## config.mk

```make
export PLATFORM = sky130hd
export DESIGN_NAME = tmr_cc2ch
export DESIGN_NICKNAME = d
export VERILOG_FILES = /design/src/rtl/tmr_pkg.sv /design/src/rtl/tmr_updown.sv /design/src/rtl/tmr_chan.sv /design/src/rtl/tmr_cc2ch.sv
export SDC_FILE = /design/constraint.sdc
export NUM_CORES = 1
export LEC_CHECK = 0
export ABC_AREA = 1
export CAP_MARGIN = 5
export CORE_ASPECT_RATIO = 2
export CORE_MARGIN = 5
export CORE_UTILIZATION = 45
export DETAILED_ROUTE_END_ITERATION = 6
export HOLD_SLACK_MARGIN = 0.06
export PLACE_DENSITY = 0.73
export SLEW_MARGIN = 20
export SYNTH_ARGS = -nofsm -noshare
export SYNTH_HDL_FRONTEND = slang
export SYNTH_HIERARCHICAL = 1
export SYNTH_SLANG_ARGS = --single-unit
```

## constraint.sdc

```tcl
create_clock -name clk -period 2.6 [get_ports clk]
set_input_delay 0.26 -clock clk [delete_from_list [all_inputs] [get_ports clk]]
set_output_delay 0.26 -clock clk [all_outputs]
set_load 0.02 [all_outputs]
```

## src/rtl/tmr_pkg.sv

```systemverilog
package tmr_pkg;
  localparam int NCH    = 2;
  localparam int ADDR_W = 3;

  localparam logic [ADDR_W-1:0] A_CTRL = 3'd0;
  localparam logic [ADDR_W-1:0] A_TOP  = 3'd1;
  localparam logic [ADDR_W-1:0] A_CFG0 = 3'd2;
  localparam logic [ADDR_W-1:0] A_CFG1 = 3'd3;
  localparam logic [ADDR_W-1:0] A_VAL0 = 3'd4;
  localparam logic [ADDR_W-1:0] A_VAL1 = 3'd5;
  localparam logic [ADDR_W-1:0] A_FLAG = 3'd6;
  localparam logic [ADDR_W-1:0] A_CNT  = 3'd7;

  // select codes: capture edges / compare actions share one field
  localparam logic [1:0] SEL_OFF = 2'b00;
  localparam logic [1:0] SEL_A   = 2'b01;  // rising / set
  localparam logic [1:0] SEL_B   = 2'b10;  // falling / clear
  localparam logic [1:0] SEL_C   = 2'b11;  // both / toggle

  typedef struct packed {
    logic       mask;
    logic [1:0] sel;
    logic       cmp_mode;
  } ch_cfg_t;

  function automatic logic edge_hit(logic [1:0] sel, logic now, logic prev);
    case (sel)
      SEL_A:   return now & ~prev;
      SEL_B:   return ~now & prev;
      SEL_C:   return now ^ prev;
      default: return 1'b0;
    endcase
  endfunction

  function automatic logic apply_act(logic [1:0] sel, logic cur);
    case (sel)
      SEL_A:   return 1'b1;
      SEL_B:   return 1'b0;
      SEL_C:   return ~cur;
      default: return cur;
    endcase
  endfunction
endpackage

```

## src/rtl/tmr_updown.sv

```systemverilog
module tmr_updown #(
  parameter int W = 8
) (
  input  logic         clk,
  input  logic         rst_n,
  input  logic         run,
  input  logic [W-1:0] top,
  output logic [W-1:0] cnt,
  output logic         tc_evt
);
  logic dir_up;

  // returns {next direction, next count}
  function automatic logic [W:0] step(logic [W-1:0] c, logic [W-1:0] t, logic up);
    if (up) begin
      if (c >= t) return {1'b0, (c == '0) ? c : W'(c - 1'b1)};
      else        return {1'b1, W'(c + 1'b1)};
    end else begin
      if (c == '0) return {1'b1, (t == '0) ? c : W'(1)};
      else         return {1'b0, W'(c - 1'b1)};
    end
  endfunction

  always_ff @(posedge clk or negedge rst_n) begin
    if (!rst_n) begin
      cnt    <= '0;
      dir_up <= 1'b1;
    end else if (run) begin
      {dir_up, cnt} <= step(cnt, top, dir_up);
    end
  end

  assign tc_evt = run && dir_up && (cnt >= top);


  hold_chk: assert property (@(posedge clk) disable iff (!rst_n)
    !run |=> $stable(cnt));


  step_chk: assert property (@(posedge clk) disable iff (!rst_n)
    run |=> (cnt == W'($past(cnt) + 1'b1)) || (cnt == W'($past(cnt) - 1'b1)) || (cnt == $past(cnt)));
endmodule

```

## src/rtl/tmr_chan.sv

```systemverilog
module tmr_chan import tmr_pkg::*; #(
  parameter int W        = 8,
  parameter bit BUFFERED = 1'b0
) (
  input  logic         clk,
  input  logic         rst_n,
  input  logic         run,
  input  logic [W-1:0] cnt,
  input  ch_cfg_t      cfg,
  input  logic         val_we,
  input  logic [W-1:0] wdata,
  input  logic         pin_in,
  output logic         pin_out,
  output logic [W-1:0] ccr,
  output logic         evt_cap,
  output logic         evt_cmp
);
  logic [2:0] sync;

  always_ff @(posedge clk or negedge rst_n) begin
    if (!rst_n) sync <= '0;
    else        sync <= {sync[1:0], pin_in};
  end

  assign evt_cap = run && !cfg.cmp_mode && edge_hit(cfg.sel, sync[1], sync[2]);
  assign evt_cmp = run &&  cfg.cmp_mode && (cnt == ccr);

  generate
    if (BUFFERED) begin : g_buf
      logic [W-1:0] shadow;
      always_ff @(posedge clk or negedge rst_n) begin
        if (!rst_n) begin
          shadow <= '0;
          ccr    <= '0;
        end else begin
          if (val_we) shadow <= wdata;
          if (evt_cap)                          ccr <= cnt;
          else if (cfg.cmp_mode && cnt == '0)   ccr <= shadow;
        end
      end


      buf_hold_chk: assert property (@(posedge clk) disable iff (!rst_n)
        (!evt_cap && cnt != '0) |=> $stable(ccr));
    end else begin : g_direct
      always_ff @(posedge clk or negedge rst_n) begin
        if (!rst_n)       ccr <= '0;
        else if (evt_cap) ccr <= cnt;
        else if (val_we)  ccr <= wdata;
      end


      direct_load_chk: assert property (@(posedge clk) disable iff (!rst_n)
        (val_we && !evt_cap) |=> ccr == $past(wdata));
    end
  endgenerate

  always_ff @(posedge clk or negedge rst_n) begin
    if (!rst_n)       pin_out <= 1'b0;
    else if (evt_cmp) pin_out <= apply_act(cfg.sel, pin_out);
  end


  cap_val_chk: assert property (@(posedge clk) disable iff (!rst_n)
    evt_cap |=> ccr == $past(cnt));


  out_hold_chk: assert property (@(posedge clk) disable iff (!rst_n)
    !evt_cmp |=> $stable(pin_out));
endmodule

```

## src/rtl/tmr_cc2ch.sv

```systemverilog
module tmr_cc2ch import tmr_pkg::*; #(
  parameter int W = 8
) (
  input  logic              clk,
  input  logic              rst_n,
  input  logic [ADDR_W-1:0] reg_addr,
  input  logic              reg_we,
  input  logic [W-1:0]      reg_wdata,
  output logic [W-1:0]      reg_rdata,
  input  logic [NCH-1:0]    cap_cmp_in,
  output logic [NCH-1:0]    cap_cmp_out,
  output logic              irq
);
  localparam int NFLAG = NCH + 1;

  logic            run, tc_mask;
  logic [W-1:0]    top;
  ch_cfg_t         cfg_q [NCH];
  logic [W-1:0]    ccr [NCH];
  logic [NCH-1:0]  val_we, ch_evt, evt_cap, evt_cmp;
  logic [NFLAG-1:0] flags, flag_set, mask_vec;
  logic [W-1:0]    cnt;
  logic            tc_evt;
  logic            flag_wr;

  tmr_updown #(.W(W)) u_cnt (
    .clk(clk), .rst_n(rst_n), .run(run), .top(top), .cnt(cnt), .tc_evt(tc_evt)
  );

  generate
    for (genvar i = 0; i < NCH; i++) begin : g_ch
      assign val_we[i] = reg_we && (reg_addr == A_VAL0 + ADDR_W'(i));
      tmr_chan #(.W(W), .BUFFERED(i == 0)) u_ch (
        .clk(clk), .rst_n(rst_n), .run(run), .cnt(cnt), .cfg(cfg_q[i]),
        .val_we(val_we[i]), .wdata(reg_wdata), .pin_in(cap_cmp_in[i]),
        .pin_out(cap_cmp_out[i]), .ccr(ccr[i]),
        .evt_cap(evt_cap[i]), .evt_cmp(evt_cmp[i])
      );
      assign ch_evt[i]   = evt_cap[i] | evt_cmp[i];
      assign mask_vec[i] = cfg_q[i].mask;
    end
  endgenerate

  assign flag_set      = {tc_evt, ch_evt};
  assign mask_vec[NCH] = tc_mask;
  assign flag_wr       = reg_we && (reg_addr == A_FLAG);
  assign irq           = |(flags & mask_vec);

  always_ff @(posedge clk or negedge rst_n) begin
    if (!rst_n) begin
      run     <= 1'b0;
      tc_mask <= 1'b0;
      top     <= '1;
      for (int i = 0; i < NCH; i++) cfg_q[i] <= '0;
    end else if (reg_we) begin
      case (reg_addr)
        A_CTRL: {tc_mask, run} <= reg_wdata[1:0];
        A_TOP:  top <= reg_wdata;
        A_CFG0: cfg_q[0] <= reg_wdata[3:0];
        A_CFG1: cfg_q[1] <= reg_wdata[3:0];
        default: ;
      endcase
    end
  end

  always_ff @(posedge clk or negedge rst_n) begin
    if (!rst_n)       flags <= '0;
    else if (flag_wr) flags <= (flags & reg_wdata[NFLAG-1:0]) | flag_set;
    else              flags <= flags | flag_set;
  end

  always_ff @(posedge clk or negedge rst_n) begin
    if (!rst_n) reg_rdata <= '0;
    else begin
      case (reg_addr)
        A_CTRL: reg_rdata <= W'({tc_mask, run});
        A_TOP:  reg_rdata <= top;
        A_CFG0: reg_rdata <= W'(cfg_q[0]);
        A_CFG1: reg_rdata <= W'(cfg_q[1]);
        A_VAL0: reg_rdata <= ccr[0];
        A_VAL1: reg_rdata <= ccr[1];
        A_FLAG: reg_rdata <= W'(flags);
        default: reg_rdata <= cnt;
      endcase
    end
  end


  sticky_chk: assert property (@(posedge clk) disable iff (!rst_n)
    !flag_wr |=> (flags & $past(flags)) == $past(flags));


  irq_raise_chk: assert property (@(posedge clk) disable iff (!rst_n)
    (!reg_we && |(flag_set & mask_vec)) |=> irq);


  tc_flag_chk: assert property (@(posedge clk) disable iff (!rst_n)
    tc_evt |=> flags[NCH]);
endmodule

```

==> metrics, run 1 <==
crit path max fanout 5; total power about 5.3 mW; yosys warns 6; clock slew at reported path FFs roughly 0.060 ns; CTS buffer count 9; startpoint types flip-flop; initial antenna violation count 0; RSZ-0062 raised after global routing false; FFs w/ async S/R, synth 100%; Final GP Congestion between 0.9 and 1; WL final between 10,000 and 15,000 um; Avg Cell Area, Syn 7.63 um2; FMAX 0.481 GHz; die area ~0.012 mm2; largest net degree at the start of global routing 71; Setup Fix Bufs, Post-CTS 0; deepest clock path buffer count 2; pwr dens 1030 mW/mm2; GRT Util Overall approximately a quarter; Synth area leaders dfrtp_1, nand2_1, nand3_1; Port Buffers 26; Worst Max-Slew Pin Slew 0.916 ns; 1st-pass router iterations 6; Setup Viol. Count Final 0; vias post-DR 4,023; Worst-Skew Late Latency 0.33 ns; first-pass GRT wire length between 20,000 and 25,000 um; cells after synthesis 584; register area share after synthesis between 30% and 40%; clock skew around 0.0073 ns; Final HPWL DP approximately 9700 um; post-synthesis net count between 600 and 700; Critical Path RT 2.82 ns; post-cts sizing count 0; final hold slack ~0.12 ns; Synth Cell Area approximately 0.0045 mm2; Arr. time, crit path around 2.3 ns; NumNets Final 650; Final Hold Fails 0; status complete, no violations; Routed WL per cell 16.9 um; die width between 80 and 90 um; maximum ir drop on the vdd rail roughly 0.54 mV; filler cell count in the final layout approximately 940; top-area cell type share of the netlist area about 34%; Synth area leader dfrtp_1; Setup crit end kind flip-flop; GRT overflow 0; Synth Register Bits 70; drt drc 0; CTS sink cnt 70; setup TNS 0 ns; ANT nets after route 0; MaxCap Viol Count 0; vias in the first global route approximately 4,100; Root Buffer clkbuf_16; share of layout cells above drive strength 1 around 14%; Starting Density a little under half; Die Ht ~150 um; kind of critical path reg2reg; routed vias/inst between 5 and 6; class of the worst hold path in2async; TritonCTS clock tree built; fin crit share between 70% and 80%; leak pwr 2.57 nW; row cnt 51; Yosys cell types 44; Ant. Diodes 0; number of hold buffers added after cts 0; Top Ports 27; Iter 0 DRT Violations about 300; Syn-to-layout area delta 15.8%; Core Box Area 0.00970 mm2; count of flip-flops with a built-in enable after synthesis 0; Clock H-tree levels 3; Final min period a little over 2 ns; Slew Limit Fails 0; Post-synth top flop dfrtp_1; Max transition margin just under 40%
[worst paths after layout]
check	start	endpoint	slack, ns	cells past startpoint
min in group clk	g_ch[0].u_ch/sync[0]	g_ch[0].u_ch/sync[1]	0.36	0
worst min register to register	g_ch[0].u_ch/sync[0]	g_ch[0].u_ch/sync[1]	0.36	0
max in group asynchronous	rst_n	g_ch[0].u_ch/ccr[7]	1.86	2
worst max-delay path	top[7]	u_cnt/cnt[2]	0.52	9
worst min-delay path	rst_n	g_ch[1].u_ch/pin_out	0.12	2
worst max register to register	top[7]	u_cnt/cnt[2]	0.52	9
[logic make-up after synthesis]
| logic type | Yosys count | synth area share, % |
|---|---|---|
| AO/OA/AOI/OAI | 48 | 6.54 |
| XOR/XNOR | 12 | 2.36 |
| adder cells (fa/ha/maj) | 14 | 3.93 |
| buffers and inverters | 98 | 9.74 |
| flip-flops | 70 | 39.6 |
| multiplexers | 8 | 2.02 |
| AND/OR/NAND/NOR | 334 | 35.8 |
[state kept, by name (all words and copies together), names as in the netlist]
signal / flops
cfg_q: 8
flags: 3
g_ch.u_ch/ccr: 16
g_ch.u_ch/g_buf.shadow: 8
g_ch.u_ch/pin_out: 2
g_ch.u_ch/sync: 6
reg_rdata: 8
run: 1
tc_mask: 1
top: 8
u_cnt/cnt: 8
u_cnt/dir_up: 1
[cells in the final DEF, fill, tap and decap left out, types with 14 or more instances in the layout]
cell,n
nand3_1,60
nor2_1,46
nand4_1,24
buf_4,15
inv_1,74
nand2_1,165
ha_1,14
dfrtp_1,61
o21ai_0,18
clkdlybuf4s50_1,25
[synthesized netlist by cell type, types with 2 or more instances]
master / instances
a21oi_1: 5
buf_2: 4
buf_4: 3
buf_6: 6
clkbuf_1: 2
dfrtp_1: 61
dfstp_2: 9
ha_1: 14
inv_1: 74
inv_2: 6
mux2_2: 8
nand2_1: 165
nand2_2: 4
nand2_4: 3
nand3_1: 60
nand3_2: 5
nand4_1: 24
nor2_1: 46
nor2_2: 5
nor2_4: 3
nor3_1: 6
nor3_4: 2
nor4_1: 2
o211ai_1: 8
o21ai_0: 18
o21ai_1: 9
o21ai_2: 4
or2_2: 2
xnor2_1: 4
xor2_1: 8
[layout make-up]
| class | count | area, um2 | share of cell area [%] |
|---|---|---|---|
| Multi-Input combinational cell | 416 | 2260 | 43.8 |
| Sequential cell | 70 | 1760 | 34.2 |
| Timing Repair Buffer | 41 | 368 | 7.13 |
| Inverter | 82 | 312 | 6.04 |
| Clock buffer | 13 | 250 | 4.85 |
| Tap cell | 132 | 165 | 3.20 |
| Clock inverter | 3 | 43.8 | 0.849 |
[routing by layer]
metal | vias to the layer above | track usage (%) | share of wire (%)
met5 | - | 0 | 0
met4 | 0 | 15.7 | 6.3
met3 | 43 | 3.11 | 4.2
met2 | 149 | 41.8 | 53
met1 | 1869 | 24.7 | 36
li1 | 1962 | - | -
[through the flow]
stage | cell area [um2] | setup slack, ns | util (%) | std cells
3_5_place_dp | 4870 | 0.398 | 50.2 | 741
4_1_cts | 5160 | 0.528 | 53.2 | 757
2_1_floorplan | 4460 | 0.743 | - | 584
3_3_place_gp | 4870 | 0.391 | 50.2 | 741
6_report | 5160 | 0.522 | 53.2 | 757
5_1_grt | 5160 | 0.357 | 53.2 | 757
[critical path, stage by stage, from the launching register on]
cell	delay, ns
dfstp_2	0.55
inv_1	0.06
ha_1	0.31
a21o_1	0.21
nor2_4	0.18
nand3_2	0.16
nor2_1	0.27
nand2_1	0.10
nand3_1	0.09
nand2_1	0.05
[power by group]
group / internal (mW) / total [mW] / switching (mW)
registers: 1.44 / 1.78 / 0.333
logic: 0.878 / 2.33 / 1.45
clock network: 0.770 / 1.22 / 0.453
total: 3.09 / 5.33 / 2.24
(Power assumes the default switching activity.)
==> inputs of run 2 (changes only) <==
- clock period: 2.6 -> 1.92 ns (I/O delays scaled with it)
==> metrics, run 2 (synthesis gave the netlist of run 1 again) <==
pwr dens 1380 mW/mm2 (+34%); class of the worst hold path in2reg; Largest Register g_ch.u_ch/ccr; Setup crit end kind flip-flop; WL final 13,200 um (+3.2%); Post-Route Utilization 56.3% (+3.1 points); critical path's slowest cell dfstp_2; Critical Path RT 2.19 ns (-0.63 ns); Worst-Skew Late Latency 0.34 ns (about the same); Final GP Congestion 0.980 (-1.5%); GRT overflow 0 (unchanged); GRT Util Overall 22.7% (-0.65 points); Clock H-tree levels 3 (unchanged); largest net degree at the start of global routing 30 (-58%); vias in the first global route 4,238 (+4.3%); 1st-pass router iterations 5 (-1); deepest clock path buffer count 2 (unchanged); reg2reg start top[5]; crit path max fanout 4 (-1); clock slew at reported path FFs 0.05 ns (about the same); leading cell type in the layout, fill and taps excluded nand2_1; setup TNS 0 ns (unchanged); Iter 0 DRT Violations 353 (+17%); NumNets Final 671 (+3.2%); Max transition margin 63.1% (+24 points); Post-DP Area 0.00500 mm2 (+2.7%); maximum ir drop on the vdd rail 0.734 mV (+36%); FMAX 0.534 GHz (+11%); most used cell, CP a21oi_2; MaxCap Viol Count 0 (unchanged); first-pass GRT wire length 20,600 um (-2.5%); vias post-DR 4,212 (+4.7%); Final min period 1.87 ns (-0.204 ns); CTS buffer count 9 (unchanged); setup slack after layout 0.0458 ns (-0.476 ns); Root Buffer clkbuf_16; initial antenna violation count 0 (unchanged); Setup Viol. Count Final 0 (unchanged); routed vias/inst 5.41 (+1.9%); status complete, no violations; drt drc 0 (unchanged); Final Hold Fails 0 (unchanged); most frequent cells in the layout nand2_1, inv_1, dfrtp_1; leak pwr 2.67 nW (+4.0%); Ant. Diodes 0 (unchanged); RSZ-0062 raised after global routing true; total power 7.55 mW (+42%); Core Box Area 0.00970 mm2 (unchanged); slowest stage delay, CP 0.55 ns (about the same); Final HPWL DP 9990 um (+2.5%); fin crit share 97.6% (+18 points); TritonCTS clock tree built; CTS sink cnt 70 (unchanged); Starting Density 45.9% (unchanged); die area 0.0121 mm2 (unchanged); kind of critical path reg2reg; Die Ht 151 um (unchanged); Arr. time, crit path 2.14 ns (-0.16 ns); dpl ws -0.189 ns (-0.587 ns); max FFs per register 16 (unchanged); Hold Crit Start cap_cmp_in[0]; Crit. Startpoint top[5]; post-route design area 0.00546 mm2 (+5.9%); startpoint types flip-flop; share of layout cells above drive strength 1 20.1% (+6.0 points); die width 80.4 um (unchanged); CP Cell Sequence inv_2, ha_4, a21oi_2, nor2_2, nor2_4, nand3_4, buf_4, nand2_1, nand3_1, a21oi_2; Routed WL per cell 16.9 um (+0.38%); Syn-to-layout area delta 22.6%; ANT nets after route 0 (unchanged); Worst Max-Slew Pin Slew 0.550 ns (-0.366 ns); row cnt 51 (unchanged); Port Buffers 26 (unchanged); Top Ports 27 (unchanged); clock skew 0.00822 ns (+0.000915 ns); Slew Limit Fails 0 (unchanged)
==> run 2: cell count changes in the layout (fill, tap and decap cells not counted), moves of 3 or more <==
cell | previous run | this run
buf_4 | 15 | 33
inv_1 | 74 | 68
inv_2 | 6 | 12
ha_1 | 14 | 9
ha_4 | 0 | 5
nand2_1 | 165 | 162
nand3_4 | 1 | 4
nor2_1 | 46 | 43
nor2_4 | 3 | 6
==> run 2: metal layers <==
| metal | vias up | global-route usage [%] | wire length [um] |
|---|---|---|---|
| li1 | 2004 | - | - |
| met3 | 61 | 3.23 | 500 |
| met5 | - | 0 | 0 |
| met1 | 2005 | 21.6 | 4550 |
| met2 | 142 | 41.9 | 7170 |
| met4 | 0 | 17.7 | 975 |
==> run 2: final timing paths <==
path / endpoint / slack (ns) / depth (start not counted)
setup / recovery: u_cnt/cnt[7] / 0.05 / 10
hold / removal: g_ch[0].u_ch/sync[0] / 0.29 / 1
setup reg to reg: u_cnt/cnt[7] / 0.05 / 10
hold reg to reg: g_ch[0].u_ch/sync[1] / 0.36 / 0
max in group asynchronous: top[6] / 1.05 / 3
min in group asynchronous: g_ch[1].u_ch/ccr[1] / 0.30 / 2
==> run 2: per-stage QoR <==
step	hold WS, ns	instances
after CTS	0.291	774
final	0.292	778
after global routing	0.304	778
after global placement	0.134	757
after detailed placement	0.132	757
after floorplan	-0.104	584
==> run 2: timing repair <==
item	in CTS	in global routing
hold buffers	1	0
gates cloned	0	1
endpoints found under the setup margin	6	9
gates resized for setup	5	26
hold endpoints to repair	8	0
pin swaps	0	14
buffers inserted	0	3
==> run 2: layout make-up <==
type	instances	area [um2]
Multi-Input combinational cell	417	2420
Inverter	82	312
Clock buffer	12	246
Sequential cell	70	1760
Timing Repair Buffer	61	533
Fill cell	879	4240
Clock inverter	4	22.5
Tap cell	132	165
==> run 2: worst max-delay path: cells and delay by family, from the launching register on <==
kind | cells | cell delay [ns]
buf+inv | 2 | 0.22
compound gates | 2 | 0.25
simple gates | 5 | 0.55
flops | 1 | 0.55
fa+ha+maj | 1 | 0.24
==> run 2: power breakdown <==
group | switching, mW | total, mW | leakage (nW) | internal, mW
clock | 0.634 | 1.54 | 0.132 | 0.903
sequential | 0.464 | 2.42 | 0.847 | 1.96
combinational | 2.17 | 3.60 | 1.69 | 1.42
total | 3.27 | 7.55 | 2.67 | 4.28
